===== src/rtl/div_prep_pkg.sv =====
package div_prep_pkg;
    localparam int DW     = 32;
    localparam int BYTE_W = 8;
    localparam int HALF_W = 16;
    localparam int BYTE_L = DW - BYTE_W;
    localparam int HALF_L = DW - HALF_W;

    typedef enum logic [1:0] {
        SZ_WORD = 2'd0,
        SZ_HALF = 2'd1,
        SZ_BYTE = 2'd2,
        SZ_WRD2 = 2'd3
    } size_e;

    typedef struct packed {
        logic  uns;
        size_e size;
    } variant_t;

    typedef struct packed {
        logic [DW-1:0] hi;
        logic [DW-1:0] lo;
    } pair_t;

    function automatic logic [DW-1:0] mag(input logic [DW-1:0] x);
        return x[DW-1] ? (~x + 1'b1) : x;
    endfunction
endpackage


===== src/rtl/div_prep_pack.sv =====
module div_prep_pack
    import div_prep_pkg::*;
(
    input  logic     clk,
    input  logic     rst,
    input  logic [DW-1:0] dvd,
    input  logic [DW-1:0] dvs,
    input  variant_t var_sel,
    output pair_t    pair
);
    logic sign_diff;
    assign sign_diff = dvd[DW-1] ^ dvs[DW-1];

    always_comb begin
        pair = '0;
        unique case (var_sel.size)
            SZ_HALF: begin
                pair.lo = dvd << HALF_L;
                if (var_sel.uns) begin
                    pair.hi = dvd >> HALF_W;
                end else begin
                    pair.hi = $unsigned($signed(dvd) >>> HALF_W);
                    if (sign_diff) pair.lo[HALF_L-1:0] = '1;
                end
            end
            SZ_BYTE: begin
                pair.lo = dvd << BYTE_L;
                if (var_sel.uns) begin
                    pair.hi = dvd >> BYTE_W;
                end else begin
                    pair.hi = $unsigned($signed(dvd) >>> BYTE_W);
                    if (sign_diff) pair.lo[BYTE_L-1:0] = '1;
                end
            end
            default: begin
                pair.lo = dvd;
                pair.hi = var_sel.uns ? '0 : {DW{dvd[DW-1]}};
            end
        endcase
    end


    word_sext_chk: assert property (@(posedge clk) disable iff (rst)
        (!var_sel.uns && (var_sel.size == SZ_WORD)) |-> (pair.hi == {DW{pair.lo[DW-1]}}));
endmodule


===== src/rtl/div_prep_ovf.sv =====
module div_prep_ovf
    import div_prep_pkg::*;
(
    input  logic          legacy,
    input  logic [DW-1:0] dvd,
    input  logic [DW-1:0] dvs,
    input  variant_t      var_sel,
    output logic          ovf_new
);
    logic [DW-1:0] base;
    logic [DW-1:0] top;
    logic [DW-1:0] dvs_mag;

    always_comb begin
        base    = var_sel.uns ? dvd : mag(dvd);
        dvs_mag = mag(dvs);
        top     = '0;
        ovf_new = 1'b0;
        unique case (var_sel.size)
            SZ_HALF: top = base >> HALF_W;
            SZ_BYTE: top = base >> BYTE_W;
            default: top = '0;
        endcase
        if (legacy && (var_sel.size inside {SZ_HALF, SZ_BYTE}))
            ovf_new = (top >= dvs_mag);
    end
endmodule


===== src/rtl/div_prep_flags.sv =====
module div_prep_flags (
    input  logic clk,
    input  logic rst,
    input  logic valid,
    input  logic legacy,
    input  logic word_sz,
    input  logic ovf_new,
    output logic ovf_q,
    output logic sticky_q,
    output logic adv_q
);
    always_ff @(posedge clk) begin
        if (rst) begin
            ovf_q    <= 1'b0;
            sticky_q <= 1'b0;
            adv_q    <= 1'b0;
        end else if (valid) begin
            ovf_q    <= ovf_new;
            sticky_q <= sticky_q | ovf_new;
            adv_q    <= 1'b0;
        end
    end


    sticky_hold_chk: assert property (@(posedge clk) disable iff (rst)
        sticky_q |=> sticky_q);

    ovf_implies_sticky_chk: assert property (@(posedge clk) disable iff (rst)
        ovf_q |-> sticky_q);

    adv_clear_chk: assert property (@(posedge clk) disable iff (rst)
        valid |=> !adv_q);

    idle_stable_chk: assert property (@(posedge clk) disable iff (rst)
        !valid |=> ($stable(ovf_q) && $stable(sticky_q) && $stable(adv_q)));

    no_overflow_chk: assert property (@(posedge clk) disable iff (rst)
        (valid && (!legacy || word_sz)) |=> !ovf_q);
endmodule


===== src/rtl/div_prep.sv =====
module div_prep
    import div_prep_pkg::*;
(
    input  logic          clk,
    input  logic          rst,
    input  logic          valid_i,
    input  logic [31:0]   dividend_i,
    input  logic [31:0]   divisor_i,
    input  logic [2:0]    variant_i,
    input  logic          legacy_i,
    output logic [31:0]   res_lo_o,
    output logic [31:0]   res_hi_o,
    output logic          ovf_o,
    output logic          sticky_o,
    output logic          adv_o
);
    variant_t var_sel;
    pair_t    pair;
    logic     ovf_new;
    logic     word_sz;

    assign var_sel = variant_t'(variant_i);
    assign word_sz = (var_sel.size == SZ_WORD) || (var_sel.size == SZ_WRD2);

    div_prep_pack u_pack (
        .clk     (clk),
        .rst     (rst),
        .dvd     (dividend_i),
        .dvs     (divisor_i),
        .var_sel (var_sel),
        .pair    (pair)
    );

    div_prep_ovf u_ovf (
        .legacy  (legacy_i),
        .dvd     (dividend_i),
        .dvs     (divisor_i),
        .var_sel (var_sel),
        .ovf_new (ovf_new)
    );

    div_prep_flags u_flags (
        .clk      (clk),
        .rst      (rst),
        .valid    (valid_i),
        .legacy   (legacy_i),
        .word_sz  (word_sz),
        .ovf_new  (ovf_new),
        .ovf_q    (ovf_o),
        .sticky_q (sticky_o),
        .adv_q    (adv_o)
    );

    assign res_lo_o = pair.lo;
    assign res_hi_o = pair.hi;
endmodule


===== config.mk =====
export PLATFORM = sky130hd
export DESIGN_NAME = div_prep
export DESIGN_NICKNAME = d
export VERILOG_FILES = /design/src/rtl/div_prep_pkg.sv /design/src/rtl/div_prep_pack.sv /design/src/rtl/div_prep_ovf.sv /design/src/rtl/div_prep_flags.sv /design/src/rtl/div_prep.sv
export SDC_FILE = /design/constraint.sdc
export NUM_CORES = 1
export LEC_CHECK = 0
export BUFFER_PORTS_ARGS = -buffer_cell sky130_fd_sc_hd__buf_4
export CORE_ASPECT_RATIO = 0.6
export CORE_MARGIN = 2
export CORE_UTILIZATION = 54
export DETAILED_ROUTE_END_ITERATION = 8
export PLACE_DENSITY_LB_ADDON = 0.08
export RECOVER_POWER = 25
export SLEW_MARGIN = 20
export SYNTH_ARGS = -nofsm -noshare
export SYNTH_HDL_FRONTEND = slang
export SYNTH_HIERARCHICAL = 1
export SYNTH_SLANG_ARGS = --single-unit
export TNS_END_PERCENT = 100

===== constraint.sdc =====
create_clock -name clk -period 9.85 [get_ports clk]
set_input_delay 0.985 -clock clk [delete_from_list [all_inputs] [get_ports clk]]
set_output_delay 0.985 -clock clk [all_outputs]
set_load 0.005 [all_outputs]

==> metrics, run 1 <==
status complete, but fails checks; failing checks capacitance limit, slew limit; postcts setup bufs 0; vias in the first global route 3603; Area Overhead vs Synth 28.0%; PwrDens 61.5 nW/um^2; setup_tns 0 ns; crit share post-route 0.542; final hold violation count 0; CTS sink cnt 2; post-DP HPWL 9590 microns; layout cells sized above 1 0.319; htree depth 1; # port buffers 136; Num CTS Buffers 3; Leak 0.00185 uW; critical-path cell list clkbuf_1 -> inv_1 -> ha_1 -> clkbuf_1 -> nor2b_1 -> buf_4 -> a221o_1 -> buf_4; Min-Delay Startpoint u_flags/sticky_q; Final nets 654; Max VDD drop 0.0466 mV; Max Freq 187 MHz; Fill cells 464; TritonRoute pass-1 iters 6; worst-path maximum fanout 54; crit path time final 5.34 ns; Max clock buf depth 2; Rows 21; pin count of the biggest net entering global routing 55; startpoint types input pin; slowest stage delay, CP 1.37 ns; clk root buf clkbuf_8; Worst Hold Class register to register; total wire length 12100 microns; DIE AREA 6690 sq um; CTS tree done; unrepaired setup endpoints after global routing no; antenna violations before repair 0; final worst slack 4.51 ns; Placement Setup Slack 5.16 ns; synthesized area per cell 7.22 sq um; CTS Hold Bufs 0; Worst Setup End Kind output pin; Detail Route Antenna Nets 0; I/O Pins 138; Starting Density 0.571; Gate Count Post-Synth 451; GP Congestion 1.02; # DRC 0; Worst-Margin Slew 1.93 ns; ANT cells 0; total power 256 uW; Slew Limit Fails 55; via count 4102; Worst-Skew Late Latency 0.21 ns; Die Ht 64.2 microns; core area 5700 sq um; r2r startpoint u_flags/ovf_q; Chip Width 104 microns; first-pass GRT wire length 18800 microns; WP data required 8.87 ns; Cell Area, Synth 3260 sq um; drt initial violations 549; Vias/cell 6.49; drt wl/cell 19.1 microns; Clock Skew 0 ns; Clock transition at path regs 0.03 ns; grt ovf 0; CP arrival 4.35 ns; Max-Cap Viols 1; yosys warns 6; total track usage 0.344; CP startpoint variant_i[0]; CTS resizes 0; crit path kind input pin to output pin; post-synth net total 551; final setup fails 0; slowest cell on the critical path clkbuf_1; max_slew headroom -0.285
[area by class of cell]
| type | instances | area (sq um) | share of cell area |
|---|---|---|---|
| well taps | 80 | 100 | 0.0240 |
| clock buffers | 3 | 41.3 | 0.00990 |
| flip-flops and latches | 2 | 40.0 | 0.00960 |
| inverters | 13 | 48.8 | 0.0117 |
| repair buffers | 140 | 1040 | 0.249 |
| multi-input cells | 394 | 2900 | 0.695 |
[worst paths after layout]
kind	to	slack, ns	depth (start not counted)
worst max register to register	u_flags/ovf_q	9.24	2
worst max-delay path	res_hi_o[14]	4.51	8
worst min-delay path	u_flags/sticky_q	0.48	2
worst min register to register	u_flags/sticky_q	0.48	2
[routing by layer]
metal | vias up | part of all wire | global-route usage
met5 | - | 0 | 0
met4 | 0 | 0.013 | 0.0473
met3 | 26 | 0.15 | 0.131
met2 | 296 | 0.39 | 0.463
met1 | 1869 | 0.45 | 0.515
li1 | 1911 | - | -
[critical path: cells and delay by family]
kind	cells	cell delay (ns)
adder cells (fa/ha/maj)	1	0.27
AO/OA/AOI/OAI	1	0.36
AND/OR/NAND/NOR	1	0.60
buffers and inverters	5	2.12
[placed cells by master, fill, tap and decap left out, types with 16 or more instances in the layout]
cell type and count:
ha_1 29, o21ai_0 29, a21oi_1 16, o22ai_1 16
nor2_1 28, xor2_1 32, a221o_1 17, nand2_1 50
buf_4 127
[stage by stage]
step,utilization,instance area (sq um),std cells,hold slack (ns)
after floorplan,-,3260,451,0.460
after global placement,0.726,4140,629,0.462
after detailed placement,0.726,4140,629,0.470
after CTS,0.733,4180,632,0.492
after global routing,0.731,4170,632,0.512
final,0.731,4170,632,0.483
[where the power goes]
part | internal, uW | switching, uW | total, uW
clock | 25.8 | 5.94 | 31.7
sequential | 8.17 | 0.000324 | 8.17
combinational | 98.3 | 118 | 216
total | 132 | 124 | 256
[sequential cells by signal (all words and copies together), names as in the netlist]
register and flops:
u_flags/sticky_q 1, u_flags/ovf_q 1
No activity file was read; power rests on OpenSTA's default activity.
==> run 2, diff against run 1 <==
CORE_UTILIZATION = 45   (was 54)
clock period = 4.57 ns   (was 9.85 ns; I/O delays follow)
==> metrics, run 2 (synthesis gave the netlist of run 1 again) <==
status complete, but fails checks; failing checks capacitance limit, slew limit; GP Congestion 0.959; via count 4022; final hold violation count 0; hold slack final 0.406 ns; htree depth 1; TritonRoute pass-1 iters 5; Leak 0.00188 uW; Starting Density 0.476; total track usage 0.275; final worst slack 0.485 ns; Max clock buf depth 2; Slew Limit Fails 55; crit share post-route 0.894; DIE AREA 7960 sq um; most frequent cells in the layout buf_4 (129), nand2_1 (50), xor2_1 (32); total wire length 11900 microns; Final Cell Area 4230 sq um; Worst Setup End Kind output pin; Max Freq 245 MHz; CP arrival 3.63 ns; # DRC 0; pin count of the biggest net entering global routing 55; Worst-Margin Slew 1.90 ns; Fill cells 683; Max-Cap Viols 1; multi-input logic area 2900 sq um; final setup fails 0; # port buffers 136; Placement Setup Slack 0.464 ns; Die Ht 69.9 microns; Num CTS Buffers 3; I/O Pins 138; hold depth 2; max_slew headroom -0.269; clk root buf clkbuf_16; drt initial violations 529; CTS resizes 0; setup_tns 0 ns; Detail Route Antenna Nets 0; layout cells sized above 1 0.321; slowest cell on the critical path clkbuf_1; register area 40.0 sq um; postcts setup bufs 0; Clock Skew 0 ns; vias in the first global route 3423; most common cell after layout, fill and taps aside buf_4; Worst-Skew Late Latency 0.22 ns; startpoint types input pin; WP data required 4.11 ns; post-DP HPWL 9610 microns; worst-path maximum fanout 54; CTS Hold Bufs 0; Vias/cell 6.26; Area Overhead vs Synth 30.0%; slowest stage delay, CP 1.35 ns; family with the most delay on the worst path buffers and inverters; Max VDD drop 0.0900 mV; crit path kind input pin to output pin; Worst Path Buf+Inv 4; grt ovf 0; Clock transition at path regs 0.03 ns; Crit path depth 7; Worst Hold Class input pin to register; R2R cell count 2; critical-path cell list clkbuf_1 -> inv_1 -> ha_1 -> clkbuf_1 -> nor2b_1 -> a221o_1 -> buf_4; first-pass GRT wire length 18100 microns; unrepaired setup endpoints after global routing no; CTS sink cnt 2; Chip Width 114 microns; drt wl/cell 18.6 microns; Final nets 657; PwrDens 144 nW/um^2; crit path time final 4.08 ns; Rows 23; CTS tree done; core area 6850 sq um; Largest regs u_flags/ovf_q x1, u_flags/sticky_q x1; placed cell areas 4170 sq um; ANT cells 0; most frequent cell on the critical path clkbuf_1; antenna violations before repair 0
==> run 2: changes by cell type in the layout (fill, tap and decap cells not counted), sizes merged <==
cell    change
buf         +2
clkbuf      +1
==> run 2: metal layers <==
layer / up-vias / wire [microns] / GRT usage
li1: 1925 / - / -
met1: 1875 / 5790 / 0.447
met2: 218 / 4710 / 0.366
met3: 4 / 1390 / 0.0642
met4: 0 / 53 / 0.0298
met5: - / 0 / 0
==> run 2: cell type report <==
type                    instances  share of cell area
clock buffers                   3              0.0177
inverters                      13              0.0115
well taps                      87              0.0257
repair buffers                143               0.251
flip-flops and latches          2             0.00946
multi-input cells             394               0.685
==> run 2: worst paths after layout <==
kind                          from                to  slack (ns)
hold / removal                 rst     u_flags/ovf_q        0.41
setup reg to reg  u_flags/sticky_q  u_flags/sticky_q        3.98
setup / recovery      variant_i[0]      res_hi_o[10]        0.49
hold reg to reg      u_flags/ovf_q     u_flags/ovf_q        0.50
==> run 2: power breakdown <==
part / internal [uW] / leakage (uW) / switching (uW) / total, uW
Combinational: 212 / 0.00183 / 252 / 464
Sequential: 17.6 / 0.0000161 / 0.000772 / 17.6
Clock: 111 / 0.0000370 / 18.7 / 130
Total: 341 / 0.00188 / 270 / 612
==> run 2: worst reg2reg max path, stage by stage, from the launching register on <==
cell	delay, ns
dfxtp_1	0.30
a21oi_1	0.12
nor2_1	0.06
==> run 2: stage by stage <==
step / util / cells / power [uW]
after global routing: 0.618 / 642 / 654
after global placement: 0.609 / 639 / 469
after CTS: 0.620 / 642 / 606
after floorplan: - / 451 / 270
after detailed placement: 0.609 / 639 / 473
final: 0.618 / 642 / 612
